--- src/rtl/pwl_pkg.sv ---
package pwl_pkg;

  localparam int unsigned PWL_DATA_W     = 12;
  localparam int unsigned PWL_IDX_W      = 4;
  localparam int unsigned PWL_SLOPE_W    = 12;
  localparam int unsigned PWL_SLOPE_FRAC = 8;
  localparam int unsigned PWL_ACC_W      = 48;

  typedef enum logic {
    MODE_LINEAR = 1'b0,
    MODE_CONST  = 1'b1
  } pwl_mode_e;

  // Affine step: base + floor((slope*x + half) / 2^frac), unclamped.
  function automatic logic signed [PWL_ACC_W-1:0] pwl_affine(
    input logic signed [PWL_ACC_W-1:0] slope,
    input logic signed [PWL_ACC_W-1:0] x,
    input logic signed [PWL_ACC_W-1:0] base,
    input int unsigned                 frac
  );
    logic signed [PWL_ACC_W-1:0] prod;
    logic signed [PWL_ACC_W-1:0] half;
    prod = slope * x;
    half = (frac == 0) ? '0 : (PWL_ACC_W'(1) <<< (frac - 1));
    return ((prod + half) >>> frac) + base;
  endfunction

endpackage

--- src/rtl/pwl_bkpt_cmp.sv ---
module pwl_bkpt_cmp
  import pwl_pkg::*;
#(
  parameter int unsigned DATA_W = PWL_DATA_W,
  parameter int unsigned IDX_W  = PWL_IDX_W
) (
  input  logic              clk,
  input  logic              rst_n,
  input  logic              wr_en,
  input  logic [IDX_W-1:0]  wr_addr,
  input  logic [DATA_W-1:0] wr_data,
  input  logic              in_valid,
  input  logic [DATA_W-1:0] in_x,
  input  pwl_mode_e         in_mode,
  output logic              s1_valid,
  output logic [DATA_W-1:0] s1_x,
  output pwl_mode_e         s1_mode,
  output logic [IDX_W-1:0]  s1_idx
);

  localparam int unsigned NUM_BKPT = (1 << IDX_W) - 1;
  localparam int unsigned STEP_SH  = DATA_W - IDX_W;

  logic [DATA_W-1:0]          bkpt_q [NUM_BKPT];
  logic [NUM_BKPT*DATA_W-1:0] bkpt_flat;
  logic [NUM_BKPT-1:0]        at_or_above;
  logic [IDX_W-1:0]           idx_d;

  for (genvar k = 0; k < NUM_BKPT; k++) begin : g_bkpt
    localparam logic [DATA_W-1:0] RST_VAL = DATA_W'((k + 1) << STEP_SH);
    always_ff @(posedge clk or negedge rst_n) begin
      if (!rst_n) begin
        bkpt_q[k] <= RST_VAL;
      end else if (wr_en && (wr_addr == IDX_W'(k))) begin
        bkpt_q[k] <= wr_data;
      end
    end
    assign at_or_above[k] = (in_x >= bkpt_q[k]);
    assign bkpt_flat[k*DATA_W +: DATA_W] = bkpt_q[k];
  end

  // Interval index = number of thresholds at or below the sample.
  always_comb begin
    idx_d = '0;
    for (int k = 0; k < NUM_BKPT; k++) begin
      idx_d = idx_d + IDX_W'(at_or_above[k]);
    end
  end

  always_ff @(posedge clk or negedge rst_n) begin
    if (!rst_n) begin
      s1_valid <= 1'b0;
      s1_x     <= '0;
      s1_mode  <= MODE_LINEAR;
      s1_idx   <= '0;
    end else begin
      s1_valid <= in_valid;
      if (in_valid) begin
        s1_x    <= in_x;
        s1_mode <= in_mode;
        s1_idx  <= idx_d;
      end
    end
  end

  // the chosen interval brackets the sample (thresholds cannot move while busy)
  assert_idx_upper_R2: assert property (@(posedge clk) disable iff (!rst_n)
    (s1_valid && (s1_idx != IDX_W'(NUM_BKPT))) |->
      (s1_x < bkpt_flat[int'(s1_idx)*DATA_W +: DATA_W]));

  assert_idx_lower_R2: assert property (@(posedge clk) disable iff (!rst_n)
    (s1_valid && (s1_idx != '0)) |->
      (s1_x >= bkpt_flat[(int'(s1_idx) - 1)*DATA_W +: DATA_W]));

  // a sample entering blocks threshold updates on that edge
  assert_bkpt_hold_R8: assert property (@(posedge clk) disable iff (!rst_n)
    in_valid |=> $stable(bkpt_flat));

endmodule

--- src/rtl/pwl_seg_table.sv ---
module pwl_seg_table
  import pwl_pkg::*;
#(
  parameter int unsigned DATA_W  = PWL_DATA_W,
  parameter int unsigned IDX_W   = PWL_IDX_W,
  parameter int unsigned SLOPE_W = PWL_SLOPE_W
) (
  input  logic                      clk,
  input  logic                      rst_n,
  input  logic                      wr_en,
  input  logic [IDX_W-1:0]          wr_addr,
  input  logic [SLOPE_W+DATA_W-1:0] wr_data,
  input  logic                      s1_valid,
  input  logic [DATA_W-1:0]         s1_x,
  input  pwl_mode_e                 s1_mode,
  input  logic [IDX_W-1:0]          s1_idx,
  output logic                      s2_valid,
  output logic [DATA_W-1:0]         s2_x,
  output pwl_mode_e                 s2_mode,
  output logic signed [SLOPE_W-1:0] s2_slope,
  output logic [DATA_W-1:0]         s2_base
);

  localparam int unsigned NUM_SEG = 1 << IDX_W;
  localparam int unsigned ENTRY_W = SLOPE_W + DATA_W;

  logic [ENTRY_W-1:0]         tbl_q [NUM_SEG];
  logic [NUM_SEG*ENTRY_W-1:0] tbl_flat;
  logic [ENTRY_W-1:0]         entry_rd;

  for (genvar k = 0; k < NUM_SEG; k++) begin : g_entry
    always_ff @(posedge clk or negedge rst_n) begin
      if (!rst_n) begin
        tbl_q[k] <= '0;
      end else if (wr_en && (wr_addr == IDX_W'(k))) begin
        tbl_q[k] <= wr_data;
      end
    end
    assign tbl_flat[k*ENTRY_W +: ENTRY_W] = tbl_q[k];
  end

  assign entry_rd = tbl_q[s1_idx];

  always_ff @(posedge clk or negedge rst_n) begin
    if (!rst_n) begin
      s2_valid <= 1'b0;
      s2_x     <= '0;
      s2_mode  <= MODE_LINEAR;
      s2_slope <= '0;
      s2_base  <= '0;
    end else begin
      s2_valid <= s1_valid;
      if (s1_valid) begin
        s2_x     <= s1_x;
        s2_mode  <= s1_mode;
        s2_slope <= $signed(entry_rd[ENTRY_W-1:DATA_W]);
        s2_base  <= entry_rd[DATA_W-1:0];
      end
    end
  end

  // a sample in the compare stage blocks table updates on that edge
  assert_tbl_hold_R8: assert property (@(posedge clk) disable iff (!rst_n)
    s1_valid |=> $stable(tbl_flat));

  // the mode and sample advance unchanged into the lookup stage
  assert_mode_carry_R9: assert property (@(posedge clk) disable iff (!rst_n)
    s1_valid |=> (s2_mode == $past(s1_mode)) && (s2_x == $past(s1_x)));

endmodule

--- src/rtl/pwl_mac_stage.sv ---
module pwl_mac_stage
  import pwl_pkg::*;
#(
  parameter int unsigned DATA_W     = PWL_DATA_W,
  parameter int unsigned SLOPE_W    = PWL_SLOPE_W,
  parameter int unsigned SLOPE_FRAC = PWL_SLOPE_FRAC
) (
  input  logic                      clk,
  input  logic                      rst_n,
  input  logic                      s2_valid,
  input  logic [DATA_W-1:0]         s2_x,
  input  pwl_mode_e                 s2_mode,
  input  logic signed [SLOPE_W-1:0] s2_slope,
  input  logic [DATA_W-1:0]         s2_base,
  output logic                      out_valid,
  output logic [DATA_W-1:0]         out_data
);

  localparam int unsigned ACC_W = PWL_ACC_W;
  localparam logic signed [ACC_W-1:0] MAX_V = (ACC_W'(1) <<< DATA_W) - ACC_W'(1);

  logic signed [ACC_W-1:0] lin_raw;
  logic                    lin_under;
  logic                    lin_over;
  logic [DATA_W-1:0]       lin_clip;
  logic [DATA_W-1:0]       result_d;

  assign lin_raw = pwl_affine(
    $signed({{(ACC_W-SLOPE_W){s2_slope[SLOPE_W-1]}}, s2_slope}),
    $signed({{(ACC_W-DATA_W){1'b0}}, s2_x}),
    $signed({{(ACC_W-DATA_W){1'b0}}, s2_base}),
    SLOPE_FRAC);

  assign lin_under = (lin_raw < 0);
  assign lin_over  = (lin_raw > MAX_V);

  always_comb begin
    if (lin_under)     lin_clip = '0;
    else if (lin_over) lin_clip = '1;
    else               lin_clip = lin_raw[DATA_W-1:0];
  end

  // Constant mode skips the product; the register below keeps latency equal.
  assign result_d = (s2_mode == MODE_CONST) ? s2_base : lin_clip;

  always_ff @(posedge clk or negedge rst_n) begin
    if (!rst_n) begin
      out_valid <= 1'b0;
      out_data  <= '0;
    end else begin
      out_valid <= s2_valid;
      if (s2_valid) out_data <= result_d;
    end
  end

  // results emerge one edge after the lookup stage
  assert_valid_follow_R6: assert property (@(posedge clk) disable iff (!rst_n)
    out_valid == $past(s2_valid));

  // clamp at both limits
  assert_floor_R4: assert property (@(posedge clk) disable iff (!rst_n)
    (s2_valid && (s2_mode == MODE_LINEAR) && lin_under) |=> (out_data == '0));

  assert_ceiling_R4: assert property (@(posedge clk) disable iff (!rst_n)
    (s2_valid && (s2_mode == MODE_LINEAR) && lin_over) |=> (out_data == '1));

  // constant mode passes the stored base untouched
  assert_const_bypass_R5: assert property (@(posedge clk) disable iff (!rst_n)
    (s2_valid && (s2_mode == MODE_CONST)) |=> (out_data == $past(s2_base)));

endmodule

--- src/rtl/pwl_eval.sv ---
module pwl_eval
  import pwl_pkg::*;
#(
  parameter int unsigned DATA_W     = PWL_DATA_W,
  parameter int unsigned IDX_W      = PWL_IDX_W,
  parameter int unsigned SLOPE_W    = PWL_SLOPE_W,
  parameter int unsigned SLOPE_FRAC = PWL_SLOPE_FRAC
) (
  input  logic                      clk,
  input  logic                      rst_n,
  input  logic                      in_valid,
  input  logic [DATA_W-1:0]         in_sample,
  input  logic                      in_mode_const,
  input  logic                      cfg_we,
  input  logic                      cfg_sel_tbl,
  input  logic [IDX_W-1:0]          cfg_addr,
  input  logic [SLOPE_W+DATA_W-1:0] cfg_wdata,
  output logic                      out_valid,
  output logic [DATA_W-1:0]         out_data
);

  logic                      s1_valid;
  logic [DATA_W-1:0]         s1_x;
  pwl_mode_e                 s1_mode;
  logic [IDX_W-1:0]          s1_idx;
  logic                      s2_valid;
  logic [DATA_W-1:0]         s2_x;
  pwl_mode_e                 s2_mode;
  logic signed [SLOPE_W-1:0] s2_slope;
  logic [DATA_W-1:0]         s2_base;

  logic pipe_idle;
  logic cfg_accept;
  logic bkpt_wr;
  logic tbl_wr;

  // Writes land only when nothing is entering or inside the first two stages.
  assign pipe_idle  = !in_valid && !s1_valid && !s2_valid;
  assign cfg_accept = cfg_we && pipe_idle;
  assign bkpt_wr    = cfg_accept && !cfg_sel_tbl;
  assign tbl_wr     = cfg_accept && cfg_sel_tbl;

  pwl_bkpt_cmp #(.DATA_W(DATA_W), .IDX_W(IDX_W)) u_cmp (
    .clk      (clk),
    .rst_n    (rst_n),
    .wr_en    (bkpt_wr),
    .wr_addr  (cfg_addr),
    .wr_data  (cfg_wdata[DATA_W-1:0]),
    .in_valid (in_valid),
    .in_x     (in_sample),
    .in_mode  (pwl_mode_e'(in_mode_const)),
    .s1_valid (s1_valid),
    .s1_x     (s1_x),
    .s1_mode  (s1_mode),
    .s1_idx   (s1_idx)
  );

  pwl_seg_table #(.DATA_W(DATA_W), .IDX_W(IDX_W), .SLOPE_W(SLOPE_W)) u_tbl (
    .clk      (clk),
    .rst_n    (rst_n),
    .wr_en    (tbl_wr),
    .wr_addr  (cfg_addr),
    .wr_data  (cfg_wdata),
    .s1_valid (s1_valid),
    .s1_x     (s1_x),
    .s1_mode  (s1_mode),
    .s1_idx   (s1_idx),
    .s2_valid (s2_valid),
    .s2_x     (s2_x),
    .s2_mode  (s2_mode),
    .s2_slope (s2_slope),
    .s2_base  (s2_base)
  );

  pwl_mac_stage #(.DATA_W(DATA_W), .SLOPE_W(SLOPE_W), .SLOPE_FRAC(SLOPE_FRAC)) u_mac (
    .clk       (clk),
    .rst_n     (rst_n),
    .s2_valid  (s2_valid),
    .s2_x      (s2_x),
    .s2_mode   (s2_mode),
    .s2_slope  (s2_slope),
    .s2_base   (s2_base),
    .out_valid (out_valid),
    .out_data  (out_data)
  );

  // an accepted sample reaches the lookup stage two edges later
  assert_stage_chain_R6: assert property (@(posedge clk) disable iff (!rst_n)
    s1_valid |=> s2_valid);

endmodule

--- config.mk ---
export PLATFORM = sky130hd
export DESIGN_NAME = pwl_eval
export DESIGN_NICKNAME = d
export VERILOG_FILES = /design/src/rtl/pwl_pkg.sv /design/src/rtl/pwl_bkpt_cmp.sv /design/src/rtl/pwl_seg_table.sv /design/src/rtl/pwl_mac_stage.sv /design/src/rtl/pwl_eval.sv
export SDC_FILE = /design/constraint.sdc
export NUM_CORES = 1
export LEC_CHECK = 0
export BUFFER_PORTS_ARGS = -buffer_cell sky130_fd_sc_hd__buf_4
export CORE_MARGIN = 1.5
export CORE_UTILIZATION = 54
export DETAILED_ROUTE_END_ITERATION = 6
export PLACE_DENSITY_LB_ADDON = 0.3
export RECOVER_POWER = 25
export SLEW_MARGIN = 30
export SYNTH_ARGS = -nofsm -noshare
export SYNTH_HDL_FRONTEND = slang
export SYNTH_SLANG_ARGS = --single-unit
--- constraint.sdc ---
create_clock -name clk -period 8.4 [get_ports clk]
set_input_delay 0.42 -clock clk [delete_from_list [all_inputs] [get_ports clk]]
set_output_delay 0.42 -clock clk [all_outputs]
set_load 0.05 [all_outputs]
==> flow_summary.toml, run 1 <==
[outcome]
status = "complete, but fails checks"
violations = "max-capacitance violations, max-slew violations"

[critical_path]
setup.worst_path.end = "u_mac.out_data[8]"
rr_worst_depth = 27
crit_start = "u_tbl.s2_x[4]"
arrival_ns = 8.27
required_ns = 8.87
rr_endpoint = "u_mac.out_data[8]"
worst-setup-path-type = "flop to flop"
cp_max_fo = 13
startpoint_type = "flop"
cp-end-kind = "flop"
r2r-start = "u_tbl.s2_x[4]"
reg2reg_setup_slack_ns = 0.59

[final_layout]
finalInstanceArea_um2 = 40000
syn_to_final_growth_pct = 9.63
fin_nets = 3487
final_cell_mix = "dfrtp_1, mux2_2, inv_1"
drive_gt1_frac = 0.267
fillerInstances = 5337
final_common_cell = "dfrtp_1"
fin_cells = 3985
multi_input_area_um2 = 18800
utilization = 0.597
ff_latch_area_um2 = 15900

[yosys]
synth_seq_area_share = 0.435
synth_nets = 3499
synthArstFlopShare = 1.00
ys_types = 71
synth_edf_count = 0
yosysTopAreaCell = "dfrtp_1"
yosysTopAreaCellShare = 0.412
yosys_most_used_dff = "dfrtp_1"
syn_inst = 3071
synth-seq-cells = 633
synth.area.top_cells = "dfrtp_1, mux2_2, ha_1"
ys_warn_count = 0
syn_area_per_cell_um2 = 11.9
netlist_area_um2 = 36500

[route]
drt-wirelength-per-cell_um = 22.3
route.detailed.drc = 0
dr.pass1.iters = 5
ant_nets = 0
routed_wl_mm = 88.7
drt-initial-drc-count = 1661
via_per_inst = 5.91
vias = 23600

[pwr]
total_power_mw = 9.05
powerDensity_nw_per_um2 = 226
leakage_nw = 20.6
peakVddDrop_mv = 0.156

[cts]
h-tree-depth = 3
clk_pin_slew_ns = 0.06
cts_tree = "built"
clkSinkCount = 633
root_buffer = "clkbuf_16"
cts_buffer_depth = 3
numCtsBuffers = 69
clock_latency_ns = 0.61

[floorplan]
coreArea_um2 = 67000
start_util = 0.544
rows = 95
die-area_um2 = 69100
ios = 59
die_w_um = 263
die_y_um = 263

[timing]
max_freq_mhz = 128
finalClockSkew_ns = 0.0285
setup_tns_ns = 0
setup_viol = 0
worst_pin_slew_ns = 3.45
finalCriticalPeriod_ns = 7.81
slew_violations = 280
period_share = 0.929
timing_hold_violations_final = 0
rsz0062_at_grt = "no"
max-slew-margin-rel = -1.30

[placed_design]
dpl.hpwl_mm = 57.2
io_buffers = 58
post_dp_cell_area_um2 = 37700
globalplace.congestion = 0.905
placedCellCount = 3855

[global_route]
antenna_found_initial = 4
grt_usage = 0.265
grt_max_degree = 207
grt_overflow = 0
first_global_vias = 25500
grt_pass1_wl_mm = 144

[job]
max-cap-violations = 4

[min_path]
min_path_type = "primary input to flop"
==> cells by family (layout without fill, tap and decap cells) <==
| logic type | after synthesis | count (layout) | synth area share |
|---|---|---|---|
| other | 0 | 2 | 0 |
| flip-flops | 633 | 633 | 0.435 |
| AND/OR/NAND/NOR | 512 | 512 | 0.0638 |
| XOR/XNOR | 26 | 26 | 0.00645 |
| adder cells (fa/ha/maj) | 382 | 382 | 0.154 |
| buffers and inverters | 494 | 533 | 0.0520 |
| AO/OA/AOI/OAI | 452 | 452 | 0.0753 |
| multiplexers | 572 | 572 | 0.214 |
==> final cells by class <==
cell class | instances | share of cell area
Antenna cell | 2 | 0.000125
Clock buffer | 109 | 0.0525
Clock inverter | 13 | 0.00260
Inverter | 309 | 0.0290
Multi-Input combinational cell | 1944 | 0.470
Sequential cell | 633 | 0.397
Tap cell | 873 | 0.0273
Timing Repair Buffer | 102 | 0.0213
==> per-layer routing <==
layer / GRT usage / part of all wire / vias to the layer above
met5: 0 / 0.00052 / -
met4: 0.0865 / 0.027 / 6
met3: 0.0372 / 0.051 / 164
met2: 0.449 / 0.49 / 588
met1: 0.355 / 0.43 / 12200
li1: - / - / 10600
==> critical path: stages, from the launching register on <==
cell and delay, ns:
dfrtp_1 0.54, and2_1 0.26, fa_1 0.50, inv_1 0.05, fa_1 0.48, inv_1 0.06
fa_1 0.50, fa_1 0.54, inv_1 0.05, fa_1 0.53, inv_1 0.05, ha_1 0.37
a21o_1 0.20, o21bai_1 0.20, a32oi_1 0.29, nand2_1 0.15, a21oi_1 0.31, xnor2_1 0.19
ha_1 0.30, and3_1 0.23, a21o_1 0.21, a31o_1 0.22, a21o_1 0.22, a41oi_1 0.45
mux2i_1 0.20, o31ai_4 0.29, buf_12 0.17, a32oi_1 0.09
==> how the worst min path moves through the flow <==
stage | cells past startpoint | startpoint | end
detailed placement | 1 | u_tbl.tbl_flat[353] | u_tbl.tbl_flat[353]
floorplan | 0 | rst_n | u_cmp.bkpt_flat[0]
global placement | 1 | u_tbl.tbl_flat[257] | u_tbl.tbl_flat[257]
global route | 2 | in_sample[0] | u_cmp.s1_x[0]
CTS | 2 | in_sample[0] | u_cmp.s1_x[0]
finish | 2 | in_sample[0] | u_cmp.s1_x[0]
==> sequential cells by signal, summed over array words and instances, names as in the netlist, 4 cells and up <==
register and flops:
u_cmp.bkpt_flat 180, u_cmp.s1_idx 4, u_cmp.s1_x 12, u_mac.out_data 12, u_tbl.s2_base 12, u_tbl.s2_slope 12, u_tbl.s2_x 12, u_tbl.tbl_flat 384
==> cells in the mapped netlist, types with 2 or more instances <==
cell type,number
buf_6,2
o21bai_1,8
ha_1,272
o21a_1,11
nor2b_1,9
a32oi_1,3
nor3_1,22
a21oi_1,70
a21o_1,87
dfrtp_1,601
and2_0,2
buf_2,4
buf_1,16
fa_1,110
inv_1,308
mux2i_1,2
nor4_1,2
dfstp_2,32
nand2b_1,33
a211oi_1,3
nor3b_1,2
clkbuf_1,158
and3_1,3
nand3b_1,2
nand2_1,288
xor2_1,6
and2_1,65
mux4_2,120
nand3_1,12
nand3_2,2
buf_4,3
a31oi_1,27
xnor2_1,19
mux2_2,450
o21ai_0,202
nor2_1,57
a2111oi_0,6
nand4_1,5
or3_1,3
o211ai_1,3
o21ai_1,11
==> through the flow <==
stage                     hold WS [ns]  setup slack, ns
after floorplan                  0.124             1.32
after global placement           0.481            0.784
after detailed placement         0.487            0.569
after CTS                       0.0411            0.534
after global routing            0.0534            0.141
final                           0.0596            0.593
==> report_power, final <==
group | internal [mW] | switching (mW) | leakage (nW)
sequential | 3.30 | 0.248 | 7.95
clock | 1.72 | 1.24 | 1.08
combinational | 1.09 | 1.46 | 11.5
total | 6.10 | 2.94 | 20.6
==> timing repair <==
action | CTS | global route
setup buffers | 0 | 1
gates resized for setup | 0 | 1
hold buffers | 1 | 0
hold endpoints to repair | 20 | 0
endpoints found under the setup margin | 0 | 5
Note: power is estimated with default switching activity, not from simulation.
==> run 2: changes to the inputs <==
Settings changed: REMOVE_ABC_BUFFERS set to 1.
==> run 2 against run 1 <==
  * The run still ends with max-capacitance violations, max-slew violations left
  * Largest cell class unchanged
  * Highest routed layer is now met4
  * Non-clock buffer count is 1 lower
  * Largest power group unchanged
  * Worst hold slack better by 0.0043 ns
  * Sequential power is 1% higher
==> flow_summary.toml, run 2 (same netlist as run 1, synthesis figures left out) <==
[outcome]
status = "complete, but fails checks"
violations = "max-capacitance violations, max-slew violations"

[floorplan]
die-area_um2 = 69100
die_w_um = 263
ios = 59
start_util = 0.544
rows = 95
die_y_um = 263
coreArea_um2 = 67000

[cts]
cts_buffer_depth = 3
numCtsBuffers = 69
h-tree-depth = 3
clkSinkCount = 633
cts.repair_timing.setup_buffer_count = 0
clock_latency_ns = 0.62
clk_pin_slew_ns = 0.06
root_buffer = "clkbuf_16"
cts_tree = "built"

[final_layout]
drive_gt1_frac = 0.261
final_common_cell = "dfrtp_1"
largest_register_ffs = 384
fillerInstances = 5280
syn_to_final_growth_pct = 9.32
fin_cells = 3982
n_antenna_cell = 0
final_cell_mix = "dfrtp_1, mux2_2, inv_1"
fin_nets = 3486
utilization = 0.595

[critical_path]
cp_common_cell = "fa_1"
arrival_ns = 8.20
worst-setup-path-type = "flop to flop"
cp.buffers_inverters = 3
crit_start = "u_tbl.s2_x[0]"
required_ns = 8.85
cp_max_fo = 12
slowest_delay_ns = 0.55
slowest_stage = "fa_1"
cp-end-kind = "flop"
r2r-start = "u_tbl.s2_x[0]"
cp_top_family = "adder cells"
startpoint_type = "flop"

[timing]
setup_tns_ns = 0
period_share = 0.922
max_freq_mhz = 129
slew_violations = 223
worst_pin_slew_ns = 6.16
max-slew-margin-rel = -3.11
whs_ns = 0.0639
finalClockSkew_ns = 0.0157
finalCriticalPeriod_ns = 7.75
setup_viol = 0
rsz0062_at_grt = "no"
timing_hold_violations_final = 0

[global_route]
grt_pass1_wl_mm = 140
grt_max_degree = 196
grt_overflow = 0
first_global_vias = 25000
grt_usage = 0.259
antenna_found_initial = 2

[placed_design]
io_buffers = 58
globalplace.congestion = 0.865
dpl.hpwl_mm = 56.2
placedCellCount = 3858

[min_path]
hold_path_startpoint = "in_mode_const"
min_path_type = "primary input to flop"

[job]
max-cap-violations = 3

[route]
vias = 23500
route.detailed.drc = 0
drt-initial-drc-count = 1587
dr.pass1.iters = 5
via_per_inst = 5.91
routed_wl_mm = 87.8
ant_nets = 0
drt-wirelength-per-cell_um = 22.1

[pwr]
powerDensity_nw_per_um2 = 224
total_power_mw = 8.92
leakage_nw = 20.5
peakVddDrop_mv = 0.141
-- run 2: changes by cell type in the layout (fill, tap and decap cells not counted), moves of 2 or more --
cell / change
buf_4: -11
inv_16: +3
clkbuf_1: +17
clkbuf_16: -2
clkbuf_8: -5
diode_2: -2
bufinv_16: +2
buf_16: -2
-- run 2: stage by stage --
step	setup WS (ns)	instance area (um^2)
2_1_floorplan	0.793	35700
3_3_place_gp	0.823	37700
3_5_place_dp	0.609	37700
4_1_cts	0.562	39900
5_1_grt	0.244	39900
6_report	0.653	39900
-- run 2: final cells by class --
cell class | instances | area [um^2] | share of cell area
Clock inverter | 15 | 196 | 0.00493
Inverter | 309 | 1160 | 0.0291
Tap cell | 873 | 1090 | 0.0274
Sequential cell | 633 | 15900 | 0.398
Timing Repair Buffer | 101 | 744 | 0.0187
Clock buffer | 107 | 2000 | 0.0501
Multi-Input combinational cell | 1944 | 18800 | 0.471
-- run 2: layer usage --
metal | wire, um | up-vias | GRT usage
met2 | 42100 | 635 | 0.421
met5 | 0 | - | 0
met1 | 38500 | 12100 | 0.354
met4 | 2700 | 0 | 0.0923
li1 | - | 10600 | -
met3 | 4560 | 184 | 0.0400
-- run 2: worst paths after layout --
kind | slack, ns | to | depth (start not counted)
setup / recovery | 0.65 | u_mac.out_data[2] | 25
hold / removal | 0.06 | u_cmp.s1_mode | 2
setup reg to reg | 0.65 | u_mac.out_data[2] | 25
hold reg to reg | 0.50 | u_tbl.tbl_flat[164] | 1
max in group asynchronous | 1.66 | u_tbl.s2_x[11] | 3
min in group asynchronous | 2.67 | u_cmp.bkpt_flat[158] | 2
-- run 2: worst register-to-register path, stage by stage (launching register included) --
cell and delay [ns]:
dfrtp_1 0.50, nand2b_1 0.24, fa_1 0.52, fa_1 0.55, inv_1 0.05, fa_1 0.50
fa_1 0.55, inv_1 0.05, fa_1 0.53, inv_1 0.04, ha_1 0.37, a21o_1 0.21
o21bai_1 0.21, a32oi_1 0.27, nand2_1 0.13, a21oi_1 0.29, xnor2_1 0.17, ha_1 0.29
and3_1 0.23, a21o_1 0.18, a31o_1 0.21, a21o_1 0.22, a41oi_1 0.42, mux2i_1 0.19
o31ai_4 0.48, a31oi_1 0.18
-- run 2: repair_timing --
action / 4_1_cts / 5_1_grt
resized for setup: 0 / 0
endpoints found under the hold margin: 96 / 0
hold buffers: 1 / 0
-- run 2: where the power goes --
part | total [mW] | switching, mW | internal (mW)
clock network | 2.97 | 1.26 | 1.71
logic | 2.37 | 1.33 | 1.04
registers | 3.58 | 0.284 | 3.30
total | 8.92 | 2.87 | 6.05
==> run 3: changes to the inputs <==
Settings changed: BUFFER_PORTS_ARGS -buffer_cell sky130_fd_sc_hd__buf_4 to not set, DONT_BUFFER_PORTS set to 1.
==> run 3 against run 2 <==
  * The flow finishes with violations (antenna violations, max-capacitance violations, max-slew violations)
  * Count of clock-buffer cells in the layout down 6
  * Worst hold slack better by 0.026 ns
  * Via count down 0.68%
  * Maximum frequency down 0.98%
  * Total power down 0.24%
  * First-iteration DRC count up 3.3%
  * Critical path type unchanged
  * Largest power group unchanged
==> flow_summary.toml, run 3 (same netlist as run 1, synthesis figures left out) <==
[outcome]
status = "complete, but fails checks"
violations = "antenna violations, max-capacitance violations, max-slew violations"

[critical_path]
r2r-start = "u_tbl.s2_x[3]"
cp-end-kind = "flop"
reg2reg_setup_slack_ns = 0.58
startpoint_type = "flop"
required_ns = 8.88
cp_max_fo = 13
rr_worst_depth = 26
arrival_ns = 8.30
worst-setup-path-type = "flop to flop"
rr_endpoint = "u_mac.out_data[8]"

[timing]
worst_pin_slew_ns = 3.67
timing_hold_violations_final = 0
period_share = 0.931
rsz0062_at_grt = "no"
setup_ws_ns = 0.576
finalClockSkew_ns = 0.0398
setup_tns_ns = 0
max-slew-margin-rel = -1.45
finalCriticalPeriod_ns = 7.82
whs_ns = 0.0895
setup_viol = 0
max_freq_mhz = 128
slew_violations = 363

[cts]
clock_latency_ns = 0.63
numCtsBuffers = 69
clk_pin_slew_ns = 0.06
cts_buffer_depth = 3
cts_tree = "built"
h-tree-depth = 3
cts.repair_timing.setup_buffer_count = 0
root_buffer = "clkbuf_16"
clkSinkCount = 633

[route]
routed_wl_mm = 88.6
route.detailed.drc = 0
drt-initial-drc-count = 1639
via_per_inst = 5.89
ant_nets = 1
drt-wirelength-per-cell_um = 22.3
vias = 23400
dr.pass1.iters = 5

[placed_design]
preCtsSetupSlack_ns = 0.489
globalplace.congestion = 0.850
dpl.hpwl_mm = 55.6
post_dp_cell_area_um2 = 37200
io_buffers = 0
placedCellCount = 3795

[min_path]
min_path_type = "primary input to flop"
holdPathStages = 3
min_to = "u_cmp.bkpt_flat[155]"
hold_path_startpoint = "cfg_wdata[11]"

[final_layout]
final_cell_mix = "dfrtp_1, mux2_2, inv_1"
drive_gt1_frac = 0.253
finalInstanceArea_um2 = 40000
largest_register_ffs = 384
fin_nets = 3465
final_common_cell = "dfrtp_1"
fin_cells = 3965
utilization = 0.597
ff_latch_area_um2 = 15900
fillerInstances = 5194
multi_input_area_um2 = 18800
syn_to_final_growth_pct = 9.76

[pwr]
p_int_mw = 6.04
leakage_nw = 20.5
total_power_mw = 8.90
pwr-share-seq = 0.412
peakVddDrop_mv = 0.157
power.share.switching = 0.321
powerDensity_nw_per_um2 = 222
p_comb_frac = 0.253
p_switching_mw = 2.86
clkPwrFrac = 0.335

[global_route]
grt_pass1_wl_mm = 140
grt_max_degree = 634
grt_usage = 0.261
first_global_vias = 24900
grt_overflow = 0
antenna_found_initial = 1

[floorplan]
ios = 59
die-area_um2 = 69100
rows = 95
coreArea_um2 = 67000
start_util = 0.544
die_w_um = 263
die_y_um = 263

[job]
max-cap-violations = 4
==> run 3: changes by cell type in the layout (fill, tap and decap cells not counted), sizes merged <==
| cell | before | now |
|---|---|---|
| buf | 83 | 50 |
| dlygate4sd3 | 1 | 27 |
| clkbuf | 124 | 104 |
| diode | 0 | 6 |
| clkinv | 10 | 15 |
| inv | 312 | 311 |
==> run 3: power by group through the flow <==
stage | sequential [mW] | combinational [mW] | clock (mW)
floorplan | 3.71 | 1.59 | 0
global placement | 3.70 | 2.07 | 0
detailed placement | 3.72 | 2.13 | 0
CTS | 3.67 | 2.21 | 3.04
global route | 3.70 | 2.52 | 3.15
finish | 3.66 | 2.25 | 2.98
==> run 3: how the worst max path moves through the flow <==
stage / cells past startpoint / endpoint / from / slack [ns]
2_1_floorplan: 25 / u_mac.out_data[1] / u_tbl.s2_x[3] / 0.79
3_3_place_gp: 26 / u_mac.out_data[9] / u_tbl.s2_x[3] / 0.78
3_5_place_dp: 26 / u_mac.out_data[0] / u_tbl.s2_x[3] / 0.49
4_1_cts: 26 / u_mac.out_data[0] / u_tbl.s2_x[3] / 0.49
5_1_grt: 26 / u_mac.out_data[9] / u_tbl.s2_x[3] / 0.09
6_report: 26 / u_mac.out_data[8] / u_tbl.s2_x[3] / 0.58
==> run 3: metal layers <==
metal	vias up	routed length, um	track usage
met4	0	2730	0.0898
li1	10500	-	-
met3	166	4700	0.0459
met5	-	0	0
met1	12100	38900	0.354
met2	554	42200	0.426
==> run 3: critical path, stage by stage (launching register included) <==
cell and delay (ns):
dfrtp_1 0.52, and2_1 0.25, fa_1 0.53, inv_1 0.05, fa_1 0.47, inv_1 0.05, fa_1 0.50, fa_1 0.55
inv_1 0.05, fa_1 0.54, inv_1 0.04, ha_1 0.37, a21o_1 0.21, o21bai_1 0.21, a32oi_1 0.29, nand2_1 0.15
a21oi_1 0.31, xnor2_1 0.17, ha_1 0.29, and3_1 0.23, a21o_1 0.19, a31o_1 0.21, a21o_1 0.21, a41oi_1 0.42
mux2i_1 0.19, o31ai_4 0.48, a32oi_1 0.18
==> run 3: cell type report <==
cell class | instances | area share
antenna | 6 | 0.000375
sequential | 633 | 0.397
timing repair buffer | 80 | 0.0213
tap | 873 | 0.0273
clock inverter | 19 | 0.00672
inverter | 309 | 0.0290
clock buffer | 101 | 0.0491
multi-input combinational | 1944 | 0.470
==> run 3: timing repair <==
action,4_1_cts,5_1_grt
hold buffers,38,2
resized for setup,0,0
endpoints found under the hold margin,1215,160
